$ cat src/rtl/irq_ctrl_pkg.sv
package irq_ctrl_pkg;
  localparam int SET_W = 6;
  localparam int LVL_W = 6;

  typedef struct packed {
    logic [SET_W-1:0] prs;
    logic [SET_W-1:0] crs;
    logic [LVL_W-1:0] il;
    logic             rsie;
    logic             pie;
  } status_t;

  localparam int STATUS_W = $bits(status_t);

  // strict priority comparison for external requests
  function automatic logic level_wins(logic [LVL_W-1:0] req, logic [LVL_W-1:0] cur);
    return req > cur;
  endfunction

  // status word produced when an interrupt is entered
  function automatic status_t enter_status(status_t s, logic [SET_W-1:0] tgt);
    status_t r;
    r     = s;
    r.pie = 1'b0;
    r.prs = s.crs;
    r.crs = tgt;
    return r;
  endfunction
endpackage

$ cat src/rtl/irq_pend_unit.sv
module irq_pend_unit #(
  parameter int NUM_IRQ = 32
) (
  input  logic               clk,
  input  logic               rst_n,
  input  logic               ien_we,
  input  logic [NUM_IRQ-1:0] ien_wdata,
  input  logic [NUM_IRQ-1:0] irq_req,
  output logic [NUM_IRQ-1:0] ienable_o,
  output logic [NUM_IRQ-1:0] ipend_o,
  output logic               any_pend_o
);
  logic [NUM_IRQ-1:0] ien_q;

  always_ff @(posedge clk) begin
    if (!rst_n)      ien_q <= '0;
    else if (ien_we) ien_q <= ien_wdata;
  end

  assign ienable_o  = ien_q;
  assign ipend_o    = irq_req & ien_q;
  assign any_pend_o = |ipend_o;


  ien_load_chk: assert property (@(posedge clk) disable iff (!rst_n)
    ien_we |=> ienable_o == $past(ien_wdata));

  ien_hold_chk: assert property (@(posedge clk) disable iff (!rst_n)
    !ien_we |=> $stable(ienable_o));
endmodule

$ cat src/rtl/irq_arbiter.sv
module irq_arbiter
  import irq_ctrl_pkg::*;
#(
  parameter int          ADDR_W     = 32,
  parameter logic [31:0] INT_VECTOR = 32'h0000_0100
) (
  input  logic              clk,
  input  logic              rst_n,
  input  logic              mode_ext,
  input  logic              any_pend,
  input  status_t           cur,
  input  logic              ext_valid,
  input  logic [ADDR_W-1:0] ext_handler,
  input  logic [SET_W-1:0]  ext_set,
  input  logic [LVL_W-1:0]  ext_level,
  input  logic              ext_nmi,
  input  logic              eret,
  output logic              accept_o,
  output logic [SET_W-1:0]  target_set_o,
  output logic [ADDR_W-1:0] handler_o
);
  logic int_ok;
  logic ext_lvl_ok;
  logic ext_set_ok;
  logic ext_ok;

  assign int_ok     = !mode_ext && cur.pie && any_pend;
  assign ext_lvl_ok = ext_nmi || (cur.pie && level_wins(ext_level, cur.il));
  assign ext_set_ok = (ext_set != cur.crs) || cur.rsie;
  assign ext_ok     = mode_ext && ext_valid && ext_lvl_ok && ext_set_ok;

  assign accept_o     = !eret && (int_ok || ext_ok);
  assign target_set_o = mode_ext ? ext_set : cur.crs;
  assign handler_o    = mode_ext ? ext_handler : INT_VECTOR[ADDR_W-1:0];


  mask_block_chk: assert property (@(posedge clk) disable iff (!rst_n)
    accept_o && !(mode_ext && ext_nmi) |-> cur.pie);

  level_gate_chk: assert property (@(posedge clk) disable iff (!rst_n)
    accept_o && mode_ext && !ext_nmi |-> ext_level > cur.il);

  rset_gate_chk: assert property (@(posedge clk) disable iff (!rst_n)
    accept_o && mode_ext && (ext_set == cur.crs) |-> cur.rsie);

  eret_excl_chk: assert property (@(posedge clk) disable iff (!rst_n)
    eret |-> !accept_o);
endmodule

$ cat src/rtl/irq_status_regs.sv
module irq_status_regs
  import irq_ctrl_pkg::*;
#(
  parameter int ADDR_W = 32
) (
  input  logic              clk,
  input  logic              rst_n,
  input  logic              accept,
  input  logic [SET_W-1:0]  target_set,
  input  logic [ADDR_W-1:0] next_pc,
  input  logic              eret,
  input  logic              sts_we,
  input  status_t           sts_wdata,
  input  logic              est_we,
  input  status_t           est_wdata,
  output status_t           status_o,
  output status_t           estatus_o,
  output logic [ADDR_W-1:0] ea_o
);
  status_t           sts_q, est_q, sts_d, est_d;
  logic [ADDR_W-1:0] ea_q;

  always_comb begin
    sts_d = sts_q;
    if (eret)        sts_d = est_q;
    else if (accept) sts_d = enter_status(sts_q, target_set);
    else if (sts_we) sts_d = sts_wdata;
  end

  always_comb begin
    est_d = est_q;
    if (accept)      est_d = sts_q;
    else if (est_we) est_d = est_wdata;
  end

  always_ff @(posedge clk) begin
    if (!rst_n) begin
      sts_q <= '0;
      est_q <= '0;
      ea_q  <= '0;
    end else begin
      sts_q <= sts_d;
      est_q <= est_d;
      if (accept) ea_q <= next_pc;
    end
  end

  assign status_o  = sts_q;
  assign estatus_o = est_q;
  assign ea_o      = ea_q;


  save_chk: assert property (@(posedge clk) disable iff (!rst_n)
    accept |=> (estatus_o == $past(status_o)) && !status_o.pie
               && (status_o.crs == $past(target_set))
               && (status_o.prs == $past(status_o.crs)));

  ea_capture_chk: assert property (@(posedge clk) disable iff (!rst_n)
    accept |=> ea_o == $past(next_pc));

  restore_chk: assert property (@(posedge clk) disable iff (!rst_n)
    eret |=> status_o == $past(estatus_o));
endmodule

$ cat src/rtl/irq_accept_ctrl.sv
module irq_accept_ctrl
  import irq_ctrl_pkg::*;
#(
  parameter int          NUM_IRQ    = 32,
  parameter int          ADDR_W     = 32,
  parameter logic [31:0] INT_VECTOR = 32'h0000_0100
) (
  input  logic                clk,
  input  logic                rst_n,
  input  logic                mode_ext,
  input  logic [NUM_IRQ-1:0]  irq_req,
  input  logic                ien_we,
  input  logic [NUM_IRQ-1:0]  ien_wdata,
  input  logic                ext_valid,
  input  logic [ADDR_W-1:0]   ext_handler,
  input  logic [SET_W-1:0]    ext_set,
  input  logic [LVL_W-1:0]    ext_level,
  input  logic                ext_nmi,
  input  logic [ADDR_W-1:0]   next_pc,
  input  logic                eret,
  input  logic                sts_we,
  input  logic [STATUS_W-1:0] sts_wdata,
  input  logic                est_we,
  input  logic [STATUS_W-1:0] est_wdata,
  output logic                take_o,
  output logic [ADDR_W-1:0]   handler_o,
  output logic                ret_valid_o,
  output logic [ADDR_W-1:0]   ret_pc_o,
  output logic [STATUS_W-1:0] status_o,
  output logic [STATUS_W-1:0] estatus_o,
  output logic [NUM_IRQ-1:0]  ipend_o,
  output logic [NUM_IRQ-1:0]  ienable_o
);
  logic              any_pend;
  logic              accept;
  logic [SET_W-1:0]  target_set;
  status_t           cur_sts, cur_est;
  logic [ADDR_W-1:0] ea;

  irq_pend_unit #(.NUM_IRQ(NUM_IRQ)) u_pend (
    .clk(clk), .rst_n(rst_n),
    .ien_we(ien_we), .ien_wdata(ien_wdata), .irq_req(irq_req),
    .ienable_o(ienable_o), .ipend_o(ipend_o), .any_pend_o(any_pend)
  );

  irq_arbiter #(.ADDR_W(ADDR_W), .INT_VECTOR(INT_VECTOR)) u_arb (
    .clk(clk), .rst_n(rst_n),
    .mode_ext(mode_ext), .any_pend(any_pend), .cur(cur_sts),
    .ext_valid(ext_valid), .ext_handler(ext_handler),
    .ext_set(ext_set), .ext_level(ext_level), .ext_nmi(ext_nmi),
    .eret(eret),
    .accept_o(accept), .target_set_o(target_set), .handler_o(handler_o)
  );

  irq_status_regs #(.ADDR_W(ADDR_W)) u_regs (
    .clk(clk), .rst_n(rst_n),
    .accept(accept), .target_set(target_set), .next_pc(next_pc),
    .eret(eret),
    .sts_we(sts_we), .sts_wdata(status_t'(sts_wdata)),
    .est_we(est_we), .est_wdata(status_t'(est_wdata)),
    .status_o(cur_sts), .estatus_o(cur_est), .ea_o(ea)
  );

  assign take_o      = accept;
  assign ret_valid_o = eret;
  assign ret_pc_o    = ea;
  assign status_o    = cur_sts;
  assign estatus_o   = cur_est;
endmodule

$ cat config.mk
export PLATFORM = sky130hd
export DESIGN_NAME = irq_accept_ctrl
export DESIGN_NICKNAME = d
export VERILOG_FILES = /design/src/rtl/irq_ctrl_pkg.sv /design/src/rtl/irq_pend_unit.sv /design/src/rtl/irq_arbiter.sv /design/src/rtl/irq_status_regs.sv /design/src/rtl/irq_accept_ctrl.sv
export SDC_FILE = /design/constraint.sdc
export NUM_CORES = 1
export LEC_CHECK = 0
export BUFFER_PORTS_ARGS = -buffer_cell sky130_fd_sc_hd__clkbuf_2
export CAP_MARGIN = 20
export CORE_AREA = 2 2 141 143
export DETAILED_ROUTE_END_ITERATION = 10
export DIE_AREA = 0 0 143 145
export GPL_TIMING_DRIVEN = 0
export PLACE_DENSITY = 0.64
export SLEW_MARGIN = 20
export SYNTH_ARGS = -nofsm -noshare
export SYNTH_HDL_FRONTEND = slang
export SYNTH_SLANG_ARGS = --single-unit
$ cat constraint.sdc
create_clock -name clk -period 3.15 [get_ports clk]
set_input_delay 0.315 -clock clk [delete_from_list [all_inputs] [get_ports clk]]
set_output_delay 0.315 -clock clk [all_outputs]
set_load 0.005 [all_outputs]
After elaboration in Yosys (flattened, before gate mapping):

Index checks and enable logic that the tools add are counted.

* register bits: 104
* bits of input ports: 189
* output and inout bits: 170
* word-level logic and storage cells: 42

* magnitude comparators: 1
* equal/unequal tests: 3
* muxes and demuxes: 7
* bitwise gates (word level): 1
* reductions and logical operators: 18

Operators with widths (count)
* 20-bit two-way mux: 5
* 32-bit bitwise AND: 1
* 32-bit two-way mux: 1
* 32-bit OR reduction: 1
* 1-bit logical AND: 7
* 6-bit greater-than comparator: 1
* 6-bit two-way mux: 1
* 6-bit != test: 1
* 2-bit AND reduction: 2
* 2-bit nonzero test: 2
* 1-bit logical OR: 3
* 3-bit != test, second input constant: 1
* 3-bit nonzero test: 1
* 1-bit zero test: 2
* 2-bit != test, second input constant: 1

Longest topological paths before layout:

* depth after elaboration: 9
* gate-level depth with buffers: 13

Hierarchy:

Synthesis repeated with hierarchy kept, for this count alone.

* cell total of the unflattened synthesis: 543
* area, all modules: 5255.0 um2

Modules (own cells, without submodules)
* irq_status_regs: instances 1, cells an instance 317, area each 3220.6 um2
* irq_pend_unit: instances 1, cells an instance 148, area each 1485.2 um2
* irq_arbiter: instances 1, cells an instance 77, area each 541.8 um2
* irq_accept_ctrl: instances 1, cells an instance 1, area each 7.5 um2

Worst setup path after synthesis:

No wires, ideal clock.

* path kind: input -> register
* start point: input irq_req[20]
* end point: register u_regs.sts_q (netlist bit u_regs.status_o[12])
* library setup time: 114 ps
* arrival: 2844 ps
* required time: 3036 ps
* setup slack: 192 ps
* stages on the path: 9
* buffers on the path: 2
* path through: and2_1 -> or4_1 -> or4_1 -> o41a_1 -> buf_6 -> nor2_4 -> buf_2 -> mux2_2 -> a21o_1

* word-level cells in the longest chain between the ends: 7

Ends and longest elaborated chain
* start, declared: line irq_accept_ctrl.sv:11 `input logic [NUM_IRQ-1:0] irq_req,`
* 32-bit bitwise AND *: line irq_pend_unit.sv:21 `assign ipend_o = irq_req & ien_q;`
* 32-bit OR reduction *: line irq_pend_unit.sv:22 `assign any_pend_o = |ipend_o;`
* 1-bit logical AND *: line irq_arbiter.sv:27 `assign int_ok = !mode_ext && cur.pie && any_pend;`
* 1-bit logical OR *: line irq_arbiter.sv:32 `assign accept_o = !eret && (int_ok || ext_ok);`
* 1-bit logical AND *: line irq_arbiter.sv:32
* 3-bit != test (no line), or another cell as far along
* 2-bit AND reduction (no line) or 20-bit two-way mux (tied branches)
* end signal, assigned: line irq_status_regs.sv:42 `sts_q <= sts_d;`
* end, declared: line irq_status_regs.sv:20 `status_t sts_q, est_q, sts_d, est_d;`

Mark *: on every way between the ends. The rest lies on a longest branch, timed or not. The select of a mux whose other input is x is not followed.
A chain may end at the register's enable or synchronous reset.

Final worst setup path:

* start point: register u_pend.ien_q[12], in the netlist u_pend.ienable_o[12]
* end point: output take_o

* word-level cells in the longest chain between the ends: 5

Ends and longest elaborated chain
* start, declared: line irq_pend_unit.sv:13 `logic [NUM_IRQ-1:0] ien_q;`
* start signal, assigned: line irq_pend_unit.sv:17 `else if (ien_we) ien_q <= ien_wdata;`
* 32-bit bitwise AND: line irq_pend_unit.sv:21
* 32-bit OR reduction: line irq_pend_unit.sv:22
* 1-bit logical AND: line irq_arbiter.sv:27
* 1-bit logical OR: line irq_arbiter.sv:32
* 1-bit logical AND: line irq_arbiter.sv:32
* end, declared: line irq_accept_ctrl.sv:25 `output logic take_o,`

No other way between the ends.

==> results.sh <==
export IMPL_status="finished, final reports clean"
export IMPL_first_pass_iters=5
export IMPL_clock_latency_ns=0.35
export IMPL_power_leakage_nw=4.34
export IMPL_synth_seq_cells=104
export IMPL_via_count=5425
export IMPL_cap_viol_max_count=0
export IMPL_finalHoldViolations=0
export IMPL_report_power_total_mw=3.28
export IMPL_grt_pass1_vias=5159
export IMPL_ys_warnings_count=0
export IMPL_fmax_mhz=318
export IMPL_relSlewSlack_pct=44.3
export IMPL_clock_sinks=104
export IMPL_final_max_slew_viol_count=0
export IMPL_whs_path_depth=3
export IMPL_reg2reg_slack_ns=0.05
export IMPL_cts_made_buffers=9
export IMPL_wl_um=19000
export IMPL_clockBufferDepth=2
export IMPL_htreeDepth=3
export IMPL_clock_root_buffer="clkbuf_16"
export IMPL_nNetsFinal=1118
export IMPL_ir_worst_vdd_mv=0.319
export IMPL_fin_skew_ns=0.0145
export IMPL_min_to="u_regs.ea_o[20]"
export IMPL_grt_max_degree=20
export IMPL_r2r_start="u_pend.ienable_o[12]"
export IMPL_syn_area_um2=5220
export IMPL_start_util_pct=27.2
export IMPL_port_buffers=355
export IMPL_layout_cells_most_common_list="clkbuf_2, dfxtp_1, mux2i_1"
export IMPL_worstPathRequired_ns=2.83
export IMPL_syn_avg_cell_area_um2=9.58
export IMPL_cp_end_kind="primary output"
export IMPL_vias_per_cell=4.55
export IMPL_die_w_um=143
export IMPL_track_usage_pct=17.6
export IMPL_syn_instance_count=545
export IMPL_grt_overflow=0
export IMPL_drc=0
export IMPL_routabilityCongestion=0.911
export IMPL_core_rowCount=51
export IMPL_setup_violations=0
export IMPL_critPathArrivalTime_ns=2.83
export IMPL_power_density_nw_per_um2=415
export IMPL_die_y_um=145
export IMPL_syn_to_final_growth_pct=51.5
export IMPL_postRouteAntennaNets=0
export IMPL_drive_above_1_share_pct=46.8
export IMPL_grt_pass1_wl_um=28300
export IMPL_r2r_end="u_regs.status_o[16]"
export IMPL_cts_tree="yes"
export IMPL_dp_hpwl_um=15300
export IMPL_hp_class="input pin to flop"
export IMPL_wire_per_inst_um=15.9
export IMPL_holdCritStartpoint="next_pc[20]"
export IMPL_mostFrequentLayoutCell="clkbuf_2"
export IMPL_timing_setup_tns_ns=0
export IMPL_worst_pin_slew_ns=0.836
export IMPL_fin_crit_ns=3.15
export IMPL_critPathMaxFanout=3
export IMPL_core_area_um2=19200
export IMPL_synth_seq_area_share_pct=39.9
export IMPL_critPathKind="flop to primary output"
export IMPL_diodes=0
export IMPL_rsz0062_at_grt="yes"
export IMPL_synth_distinct_cells=37
export IMPL_die_area_um2=20700
export IMPL_drt_iter0_markers=226
export IMPL_cp_start_kind="flop"
export IMPL_path_clk_slew_ns=0.08
export IMPL_period_share_pct=100
export IMPL_fill_cells=1942
export IMPL_synth_nets=740
export IMPL_io_pins=359
export IMPL_rr_worst_depth=10
export IMPL_grt_antenna_before_repair=0
export IMPL_hold_worst_slack_ns=0.206
cells by family (layout without fill, tap and decap cells):
kind of cell | after synthesis | after routing | synth area share, %
fa+ha+maj | 6 | 6 | 1.44
mux | 91 | 91 | 17.6
compound gates | 86 | 86 | 12.4
flops | 104 | 104 | 39.9
simple gates | 202 | 202 | 22.7
buf+inv | 50 | 433 | 5.08
xor+xnor | 6 | 6 | 1.01
synthesized netlist by cell type (all sizes together):
master / instances / area, µm²
nand2: 27 / 101
or4: 8 / 60.1
and4: 2 / 17.5
xor2: 3 / 26.3
a21o: 7 / 52.6
o31ai: 6 / 45.0
nor2: 10 / 45.0
buf: 15 / 134
nand2b: 2 / 12.5
nand3: 7 / 35.0
clkinv: 1 / 3.75
dfxtp: 104 / 2080
o41a: 1 / 11.3
o21bai: 6 / 45.0
a22oi: 1 / 7.51
mux2i: 85 / 851
o211a: 20 / 200
clkbuf: 26 / 97.6
xnor2: 3 / 26.3
inv: 8 / 30.0
nand4: 2 / 12.5
nor4: 7 / 43.8
and2: 65 / 407
a21oi: 2 / 10.0
mux2: 6 / 67.6
ha: 6 / 75.1
nor2b: 68 / 425
o21ai: 21 / 109
or2: 4 / 25.0
a211oi: 21 / 158
o211ai: 1 / 7.51
flip-flops by register name, indices dropped and copies added (netlist names):
signal            cells
u_regs.status_o      20
u_pend.ienable_o     32
u_regs.estatus_o     20
u_regs.ea_o          32
report_power, final:
group | total (mW) | internal, mW | switching, mW
clock | 1.10 | 0.554 | 0.550
sequential | 1.48 | 1.40 | 0.0809
combinational | 0.702 | 0.381 | 0.320
per-layer routing:
metal | wire length (µm) | GRT usage (%) | up-vias | part of all wire (%)
li1 | - | - | 2650 | -
met1 | 7950 | 22.0 | 2510 | 42
met2 | 9230 | 29.8 | 247 | 49
met3 | 1600 | 4.72 | 18 | 8.4
met4 | 232 | 4.36 | 0 | 1.2
met5 | 0 | 0 | - | 0
worst max-delay path: stages, from the launching register on:
cell      delay, ns
dfxtp_2        0.33
and2_1         0.15
or4_1          0.50
or4_4          0.44
o41a_1         0.53
o21ai_4        0.19
buf_6          0.13
buf_12         0.09
inv_2          0.02
clkbuf_2       0.09
what timing repair did:
| item | in CTS | in global routing |
|---|---|---|
| endpoints found under the hold margin | 0 | 0 |
| hold buffers | 0 | 0 |
| setup buffers | 8 | 6 |
| pin swaps | 4 | 10 |
| setup endpoints to repair | 56 | 65 |
| resized for setup | 19 | 35 |
per-stage QoR:
| step | setup slack (ns) | utilization, % | instance area [µm²] | std cells |
|---|---|---|---|---|
| detailed placement | -0.392 | 38.2 | 7330 | 1165 |
| finish | 0.00102 | 41.2 | 7920 | 1193 |
| CTS | -0.170 | 40.3 | 7740 | 1188 |
| global route | -0.101 | 41.2 | 7920 | 1193 |
| global placement | -0.382 | 38.2 | 7330 | 1165 |
| floorplan | 0.192 | - | 5220 | 545 |
how the worst max path moves through the flow:
stage / slack [ns] / startpoint / cells past startpoint / endpoint
floorplan: 0.19 / irq_req[20] / 9 / u_regs.status_o[12]
global placement: -0.38 / irq_req[20] / 12 / take_o
detailed placement: -0.39 / irq_req[20] / 12 / take_o
CTS: -0.17 / u_pend.ienable_o[9] / 10 / take_o
global route: -0.10 / u_pend.ienable_o[12] / 9 / take_o
finish: 0.001 / u_pend.ienable_o[12] / 9 / take_o
area by class of cell:
class | count | area [µm²] | area share, %
Timing Repair Buffer | 369 | 1920 | 24.3
Multi-Input combinational cell | 391 | 3010 | 38.0
Sequential cell | 104 | 2090 | 26.4
Inverter | 9 | 33.8 | 0.427
Buffer | 39 | 241 | 3.05
Tap cell | 265 | 332 | 4.19
Clock inverter | 7 | 66.3 | 0.838
Clock buffer | 9 | 225 | 2.85
No activity file was read; power rests on OpenSTA's default activity.
